<file path="src/rtl/corr_pkg.sv">
package corr_pkg;
  typedef enum logic [1:0] {
    MODE_NORM = 2'b00,
    MODE_SIGN = 2'b01,
    MODE_MAG  = 2'b10,
    MODE_RSVD = 2'b11
  } mon_mode_e;

  localparam int WGT_W  = 3;
  localparam int PROD_W = 4;
endpackage

</file>
<file path="src/rtl/corr_rst_sync.sv">
module corr_rst_sync #(
  parameter int STAGES = 2
) (
  input  logic clk,
  input  logic rst_n,
  output logic rst_sync_n
);
  logic [STAGES-1:0] sync_q;

  always_ff @(posedge clk or negedge rst_n) begin
    if (!rst_n) sync_q <= '0;
    else        sync_q <= {sync_q[STAGES-2:0], 1'b1};
  end

  assign rst_sync_n = sync_q[STAGES-1];
endmodule

</file>
<file path="src/rtl/corr_weight.sv">
module corr_weight
  import corr_pkg::*;
(
  input  logic                     smp_sign,
  input  logic                     smp_mag,
  input  mon_mode_e                mode,
  output logic signed [WGT_W-1:0]  wgt
);
  always_comb begin
    unique case (mode)
      MODE_SIGN: wgt = smp_sign ? 3'sd1 : -3'sd1;
      MODE_MAG:  wgt = smp_mag ? -3'sd3 : -3'sd1;
      default: begin
        if (smp_sign) wgt = smp_mag ? 3'sd3 : 3'sd1;
        else          wgt = smp_mag ? -3'sd3 : -3'sd1;
      end
    endcase
  end
endmodule

</file>
<file path="src/rtl/corr_mixer.sv">
module corr_mixer
  import corr_pkg::*;
(
  input  logic signed [WGT_W-1:0]  wgt,
  input  logic [1:0]               carr_lvl,
  input  logic                     carr_mix_off,
  input  logic                     code_chip,
  input  logic                     code_off,
  output logic signed [PROD_W-1:0] prod
);
  logic signed [PROD_W-1:0] wgt_x;
  logic signed [PROD_W-1:0] carr_x;
  logic signed [PROD_W-1:0] carr_prod;
  logic                     code_neg;

  always_comb begin
    wgt_x = {{(PROD_W-WGT_W){wgt[WGT_W-1]}}, wgt};
    if (carr_mix_off) begin
      carr_x = 4'sd1;
    end else begin
      unique case (carr_lvl)
        2'b00:   carr_x = 4'sd1;
        2'b01:   carr_x = 4'sd2;
        2'b10:   carr_x = -4'sd1;
        default: carr_x = -4'sd2;
      endcase
    end
    carr_prod = wgt_x * carr_x;
    code_neg  = !code_off && !code_chip;
    prod      = code_neg ? -carr_prod : carr_prod;
  end
endmodule

</file>
<file path="src/rtl/corr_accum.sv">
module corr_accum
  import corr_pkg::*;
#(
  parameter int ACC_W = 16,
  parameter int CNT_W = 16
) (
  input  logic                     clk,
  input  logic                     rst_n,
  input  logic                     smp_en,
  input  logic signed [PROD_W-1:0] prod,
  input  logic                     dump,
  output logic signed [ACC_W-1:0]  acc_q,
  output logic [CNT_W-1:0]         cnt_q,
  output logic                     dump_vld
);
  localparam int ACC_EXT = ACC_W - PROD_W;

  logic signed [ACC_W-1:0] run_acc, run_acc_n, acc_sum, prod_x;
  logic [CNT_W-1:0]        run_cnt, run_cnt_n, cnt_sum;

  always_comb begin
    prod_x    = smp_en ? {{ACC_EXT{prod[PROD_W-1]}}, prod} : '0;
    acc_sum   = run_acc + prod_x;
    cnt_sum   = run_cnt + {{(CNT_W-1){1'b0}}, smp_en};
    run_acc_n = dump ? '0 : acc_sum;
    run_cnt_n = dump ? '0 : cnt_sum;
  end

  always_ff @(posedge clk or negedge rst_n) begin
    if (!rst_n) begin
      run_acc <= '0;
      run_cnt <= '0;
    end else begin
      run_acc <= run_acc_n;
      run_cnt <= run_cnt_n;
    end
  end

  always_ff @(posedge clk or negedge rst_n) begin
    if (!rst_n) begin
      acc_q <= '0;
      cnt_q <= '0;
    end else if (dump) begin
      acc_q <= acc_sum;
      cnt_q <= cnt_sum;
    end
  end

  always_ff @(posedge clk or negedge rst_n) begin
    if (!rst_n) dump_vld <= 1'b0;
    else        dump_vld <= dump;
  end
endmodule

</file>
<file path="src/rtl/corr_prompt_chan.sv">
module corr_prompt_chan
  import corr_pkg::*;
#(
  parameter int ACC_W = 16,
  parameter int CNT_W = 16
) (
  input  logic                    clk,
  input  logic                    rst_n,
  input  logic                    smp_en,
  input  logic                    smp_sign,
  input  logic                    smp_mag,
  input  logic [1:0]              carr_lvl,
  input  logic                    carr_mix_off,
  input  logic                    code_chip,
  input  logic                    code_off,
  input  logic [1:0]              mon_mode,
  input  logic                    dump,
  output logic signed [ACC_W-1:0] acc_q,
  output logic [CNT_W-1:0]        cnt_q,
  output logic                    dump_vld
);
  logic                     rst_sync_n;
  logic signed [WGT_W-1:0]  wgt_w;
  logic signed [PROD_W-1:0] prod_w;
  mon_mode_e                mode_w;

  assign mode_w = mon_mode_e'(mon_mode);

  corr_rst_sync #(.STAGES(2)) rst_i (
    .clk(clk), .rst_n(rst_n), .rst_sync_n(rst_sync_n)
  );

  corr_weight wgt_i (
    .smp_sign(smp_sign), .smp_mag(smp_mag), .mode(mode_w), .wgt(wgt_w)
  );

  corr_mixer mix_i (
    .wgt(wgt_w), .carr_lvl(carr_lvl), .carr_mix_off(carr_mix_off),
    .code_chip(code_chip), .code_off(code_off), .prod(prod_w)
  );

  corr_accum #(.ACC_W(ACC_W), .CNT_W(CNT_W)) acc_i (
    .clk(clk), .rst_n(rst_sync_n), .smp_en(smp_en), .prod(prod_w),
    .dump(dump), .acc_q(acc_q), .cnt_q(cnt_q), .dump_vld(dump_vld)
  );
endmodule

</file>
<file path="config.mk">
export PLATFORM = sky130hd
export DESIGN_NAME = corr_prompt_chan
export DESIGN_NICKNAME = d
export VERILOG_FILES = /design/src/rtl/corr_pkg.sv /design/src/rtl/corr_rst_sync.sv /design/src/rtl/corr_weight.sv /design/src/rtl/corr_mixer.sv /design/src/rtl/corr_accum.sv /design/src/rtl/corr_prompt_chan.sv
export SDC_FILE = /design/constraint.sdc
export NUM_CORES = 1
export LEC_CHECK = 0
export ABC_AREA = 1
export CAP_MARGIN = 40
export CORE_MARGIN = 4
export CORE_UTILIZATION = 45
export CTS_CLUSTER_SIZE = 8
export DETAILED_ROUTE_END_ITERATION = 7
export PLACE_DENSITY = 0.67
export REMOVE_ABC_BUFFERS = 1
export SYNTH_ARGS = -nofsm -noshare
export SYNTH_HDL_FRONTEND = slang
export SYNTH_HIERARCHICAL = 1
export SYNTH_SLANG_ARGS = --single-unit
</file>
<file path="constraint.sdc">
create_clock -name clk -period 6.1 [get_ports clk]
set_input_delay 1.22 -clock clk [delete_from_list [all_inputs] [get_ports clk]]
set_output_delay 1.22 -clock clk [all_outputs]
set_load 0.02 [all_outputs]
</file>
**Yosys cells after proc, flatten, opt, wreduce, memory -nomap -nowiden**

Cells that the tools add are included.

- Word-level logic and storage cells: 29
- Flip-flop bits (word level): 67
- Output and inout port bits: 33

- $mul: 1
- Multiplexer cells: 11
- Reduce and logical (&&, ||, !) cells: 4
- Add/sub/neg operators: 3
- Equality and inequality tests: 4

Operators by type and width:

| kind | number |
|---|---|
| 16-bit two-way mux | 3 |
| 16-bit by 1-bit adder with 16-bit output | 1 |
| 16-bit adder | 1 |
| 4-bit case mux with 3 select lines | 1 |
| 4-bit two-way mux | 2 |
| 3-bit two-way mux | 2 |
| 3-bit case mux with 2 select lines | 1 |
| 2-bit by 1-bit == test with 1-bit output (second input constant) | 2 |
| 2-bit == test (second input constant) | 2 |
| 3-bit by 4-bit multiplier with 4-bit output | 1 |
| 2-bit two-way mux | 2 |
| 4-bit negator | 1 |
| 1-bit logical NOT | 2 |
| 2-bit logical NOT | 1 |
| 1-bit logical AND | 1 |

**Logic depth before layout (Yosys ltp)**

- Word-level depth: 9
- Depth in mapped cells: 32
- Mapped depth without buffers: 32

**By module**

Netlist, hierarchy kept.

Modules (own cells, without submodules):

| module | seq. area each (µm²) | cells each | area an instance (µm²) | instances |
|---|---|---|---|---|
| corr_accum | 1,626.6 | 443 | 3,355.7 | 1 |
| corr_mixer | 0.0 | 53 | 290.3 | 1 |
| corr_weight | 0.0 | 19 | 95.1 | 1 |
| corr_rst_sync | 50.0 | 3 | 53.8 | 1 |

**Least setup slack after synthesis**

Ideal clock, no wire load.

- Path type: input-to-reg
- From: input mon_mode[0]
- To: register acc_i.acc_q[14]
- Arrival time: 4.495 ns
- Slack: 1.487 ns
- Cell stages on the path: 30
- Required time: 5.982 ns
- Cell sequence: inv_1 -> ha_1 -> inv_1 -> nand2_1 -> nand2_1 -> inv_1 -> or2_2 -> fa_1 -> fa_1 -> inv_1 -> nand2_1 -> nand2_4 -> nor2_1 -> nor2_2 -> nand2_2 -> nand2_1 -> nand2_1 -> nand2_1 -> nand2_2 -> buf_6 -> nand2_1 -> nand2_1 -> nor2_1 -> inv_1 -> nor2_1 -> nand3_1 -> nand2_1 -> nand2_1 -> nand3_1 -> nand2_1

- Word-level cells in the longest chain between the ends: 7

Ends and longest elaborated chain:

| element | line | text |
|---|---|---|
| start, declared | corr_prompt_chan.sv:16 | `input logic [1:0] mon_mode,` |
| 2-bit == test / 2-bit by 1-bit == test with 1-bit output (equally long branches) | corr_weight.sv:10 | `unique case (mode)` |
| 3-bit case mux with 2 select lines (*) | corr_weight.sv:10 |  |
| net wgt_w[1] | corr_prompt_chan.sv:23 | `logic signed [WGT_W-1:0] wgt_w;` |
| 3-bit by 4-bit multiplier with 4-bit output (*) | corr_mixer.sv:28 | `carr_prod = wgt_x * carr_x;` |
| 4-bit negator | corr_mixer.sv:30 | `prod = code_neg ? -carr_prod : carr_prod;` |
| 4-bit two-way mux (*) | corr_mixer.sv:30 |  |
| net prod_w[3] | corr_prompt_chan.sv:24 | `logic signed [PROD_W-1:0] prod_w;` |
| 16-bit two-way mux (*) | corr_accum.sv:22 | `prod_x = smp_en ? {{ACC_EXT{prod[PROD_W-1]}}, prod} : '0;` |
| 16-bit adder (*) | corr_accum.sv:23 | `acc_sum = run_acc + prod_x;` |
| end signal, assigned | corr_accum.sv:44 | `acc_q <= acc_sum;` |
| end, declared | corr_accum.sv:12 | `output logic signed [ACC_W-1:0] acc_q,` |

The timed path passes the listed nets; every way through them passes the cells marked *.
A chain may end at the register's enable or synchronous reset.

**Worst setup path in the final report**

- From: input mon_mode[0]
- To: register acc_i.run_acc[14]

- Word-level cells in the longest chain between the ends: 8

Ends and longest elaborated chain:

| element | line | text |
|---|---|---|
| 2-bit == test / 2-bit by 1-bit == test with 1-bit output (equally long branches) | corr_weight.sv:10 |  |
| 3-bit case mux with 2 select lines (*) | corr_weight.sv:10 |  |
| net wgt_w[1] | corr_prompt_chan.sv:23 |  |
| 3-bit by 4-bit multiplier with 4-bit output (*) | corr_mixer.sv:28 |  |
| 4-bit negator | corr_mixer.sv:30 |  |
| 4-bit two-way mux (*) | corr_mixer.sv:30 |  |
| net prod_w[3] | corr_prompt_chan.sv:24 |  |
| 16-bit two-way mux (*) | corr_accum.sv:22 |  |
| 16-bit adder (*) | corr_accum.sv:23 |  |
| 16-bit two-way mux (*) | corr_accum.sv:25 | `run_acc_n = dump ? '0 : acc_sum;` |
| net acc_i.run_acc_n[14] | corr_accum.sv:18 | `logic signed [ACC_W-1:0] run_acc, run_acc_n, acc_sum, prod_x;` |
| end signal, assigned | corr_accum.sv:34 | `run_acc <= run_acc_n;` |
| end, declared | corr_accum.sv:18 |  |

Marked as above.

==> impl_metrics.yaml <==
sta:
  setup_violations: 0
  worst_slew_pin_slew_ns: 0.761
  slew_violations: 0
  finalSetupTns_ns: 0
  skew_ns: 0.0115
  holdWs_ns: 0.266
  max_slew_margin_pct: 49.1
  grt_setup_unrepaired: "no"
  period_share_pct: 85.7
  layout_min_cycle_time_ns: 5.23
  fmax_mhz: 191
  hold_viol: 0
logic_synthesis:
  synth_top_area_share_pct: 44.2
  synth_flop_cell: "dfrtp_1"
  synth-edff-count: 0
  syn_area_um2: 3790
  synthArstFlopShare_pct: 100
  synth_cell_type_count: 32
  synth_most_common_cell: "nand2_1"
  ys_ff_latch: 67
  synth_top_area_cell: "dfrtp_1"
  syn_inst: 518
  yosys-top-cells-area: "dfrtp_1 (44%), nand2_1 (17%), inv_1 (6.3%), nor2_1 (5.9%), nand3_1 (5.7%)"
  synth_common_cells: "nand2_1 (173), dfrtp_1 (67), inv_1 (64)"
  synth_area_per_cell_um2: 7.33
  ys_warn_count: 6
  ys_seq_area_share_pct: 44.2
cts:
  clock_latency_ns: 0.35
  ctsHoldBuffers: 0
  cts-root-buf: "clkbuf_8"
  cts_tree: "done"
  clkTransAtPathRegs_ns: 0.08
  clockBufferDepth: 2
  cts.sinks: 67
  numCtsBuffers: 9
  h-tree-depth: 3
  cts-resized-gates: 0
  cts_setup_buffers: 0
finish:
  finalNonFillerCells: 672
  layout.nets: 588
  fill_cells: 760
  area_growth_pct: 21.2
  fin_util_pct: 56.0
  regArea_um2: 1680
  multi_input_area_um2: 1770
  layout-drive-gt1-share_pct: 6.17
  diodes: 0
detailed_routing:
  drc: 0
  dr.pass1.iters: 5
  dr.first_iter.drc_count: 160
  wire_per_inst_um: 12.8
  vias_per_cell: 4.90
  wl_um: 8620
  vias: 3291
  ant_nets: 0
grt:
  grt_pass1_wl_um: 15100
  grt_overflow: 0
  grt_max_degree: 45
  antenna_found_initial: 0
  grt_pass1_vias: 3341
  track_usage_pct: 18.7
min_path:
  hp-class: "reg -> async"
floorplan:
  ios: 46
  dieHeight_um: 99.8
  dieArea_um2: 9970
  coreArea_um2: 8220
  start_util_pct: 46.2
  placementRows: 33
  dieWidth_um: 99.8
pwr:
  leakage_nw: 2.40
  power_density_nw_per_um2: 345
  ir_drop_mv: 0.225
placed_design:
  dp_hpwl_um: 6260
  place.gp.congestion: 0.885
  dpl.cell_count: 657
  io_buffers: 45
flow_run:
  cap_viol_max_count: 0
setup_path:
  cp_data_required_time_ns: 6.32
  critical_path_class: "in -> reg"
  crit_arrival_ns: 5.45
  crit_fanout: 11
  cp_common_cell: "nand2_1"
  endpoint_kind: "flip-flop"
  slowest_stage: "clkdlybuf4s50_1"
  crit_path_max_incr_delay_ns: 0.49
  critPathLaunchType: "primary input"
outcome:
  status: "completed"
layout by cell type, fill, tap and decap left out, drive strengths merged, types with 4 or more instances in the layout:
| cell | instances |
|---|---|
| nand3 | 44 |
| bufinv | 4 |
| nand2 | 177 |
| xnor2 | 5 |
| clkdlybuf4s50 | 45 |
| ha | 9 |
| xor2 | 17 |
| nor3 | 4 |
| buf | 6 |
| nor2 | 62 |
| inv | 68 |
| clkbuf | 9 |
| o21ai | 28 |
| nand4 | 4 |
| dfrtp | 67 |
routing by layer:
layer | GRT usage (%) | wire [um] | vias to the layer above | part of all wire (%)
li1 | - | - | 1676 | -
met1 | 24.6 | 4090 | 1540 | 47
met4 | 7.25 | 179 | 0 | 2.1
met5 | 0 | 0 | - | 0
met2 | 30.8 | 4090 | 58 | 47
met3 | 3.34 | 269 | 17 | 3.1
layout make-up:
class	count	share of cell area, %
clock buffer	9	2.69
sequential	67	36.5
clock inverter	6	2.99
tap	105	2.86
inverter	69	5.63
timing repair buffer	51	10.8
multi-input combinational	365	38.6
flip-flops by register name, indices dropped and copies added (netlist names):
register        flops
acc_i/cnt_q        16
acc_i/dump_vld      1
acc_i/acc_q        16
acc_i/run_acc      16
acc_i/run_cnt      16
rst_i/sync_q        2
logic make-up (layout without fill, tap and decap cells):
logic type,after synthesis,count (layout),share of synthesized area (%)
DFF,67,67,44.2
buffers and inverters,86,135,9.07
and+or+nand+nor,295,295,32.0
xor gates and xnor gates,22,22,5.08
other,2,2,0.198
AOI/OAI and AO/OA,34,34,4.95
adders and majority gates,12,12,4.55
per-stage QoR:
stage               power, W  setup slack, ns  area [um^2]
floorplan           0.000910             1.18         3710
global placement     0.00110            0.588         4340
detailed placement   0.00110            0.516         4340
CTS                  0.00160            0.884         4600
global route         0.00170            0.480         4600
finish               0.00159            0.871         4600
where the power goes:
group / internal, W / switching (W) / leakage, nW
sequential: 0.000519 / 0.0000510 / 0.887
clock: 0.000313 / 0.000181 / 0.130
combinational: 0.000203 / 0.000321 / 1.39
final timing paths:
| path | cells past startpoint | startpoint | endpoint | slack [ns] |
|---|---|---|---|---|
| min | 0 | rst_i/sync_q[1] | acc_i/run_cnt[4] | 0.27 |
| min reg2reg | 0 | rst_i/sync_q[1] | acc_i/run_cnt[4] | 0.27 |
| max in group asynchronous | 1 | rst_i/sync_q[1] | acc_i/run_acc[2] | 4.89 |
| max reg2reg | 12 | acc_i/run_acc[0] | acc_i/run_acc[10] | 4.07 |
| max | 31 | mon_mode[0] | acc_i/run_acc[14] | 0.87 |
| min in group clk | 0 | rst_i/sync_q[0] | rst_i/sync_q[1] | 0.35 |
worst max-delay path, delay by kind of cell:
family	cells	cell delay, ns
simple gates	21	1.87
fa+ha+maj	3	1.24
buf+inv	7	1.11
(Power assumes the default switching activity.)
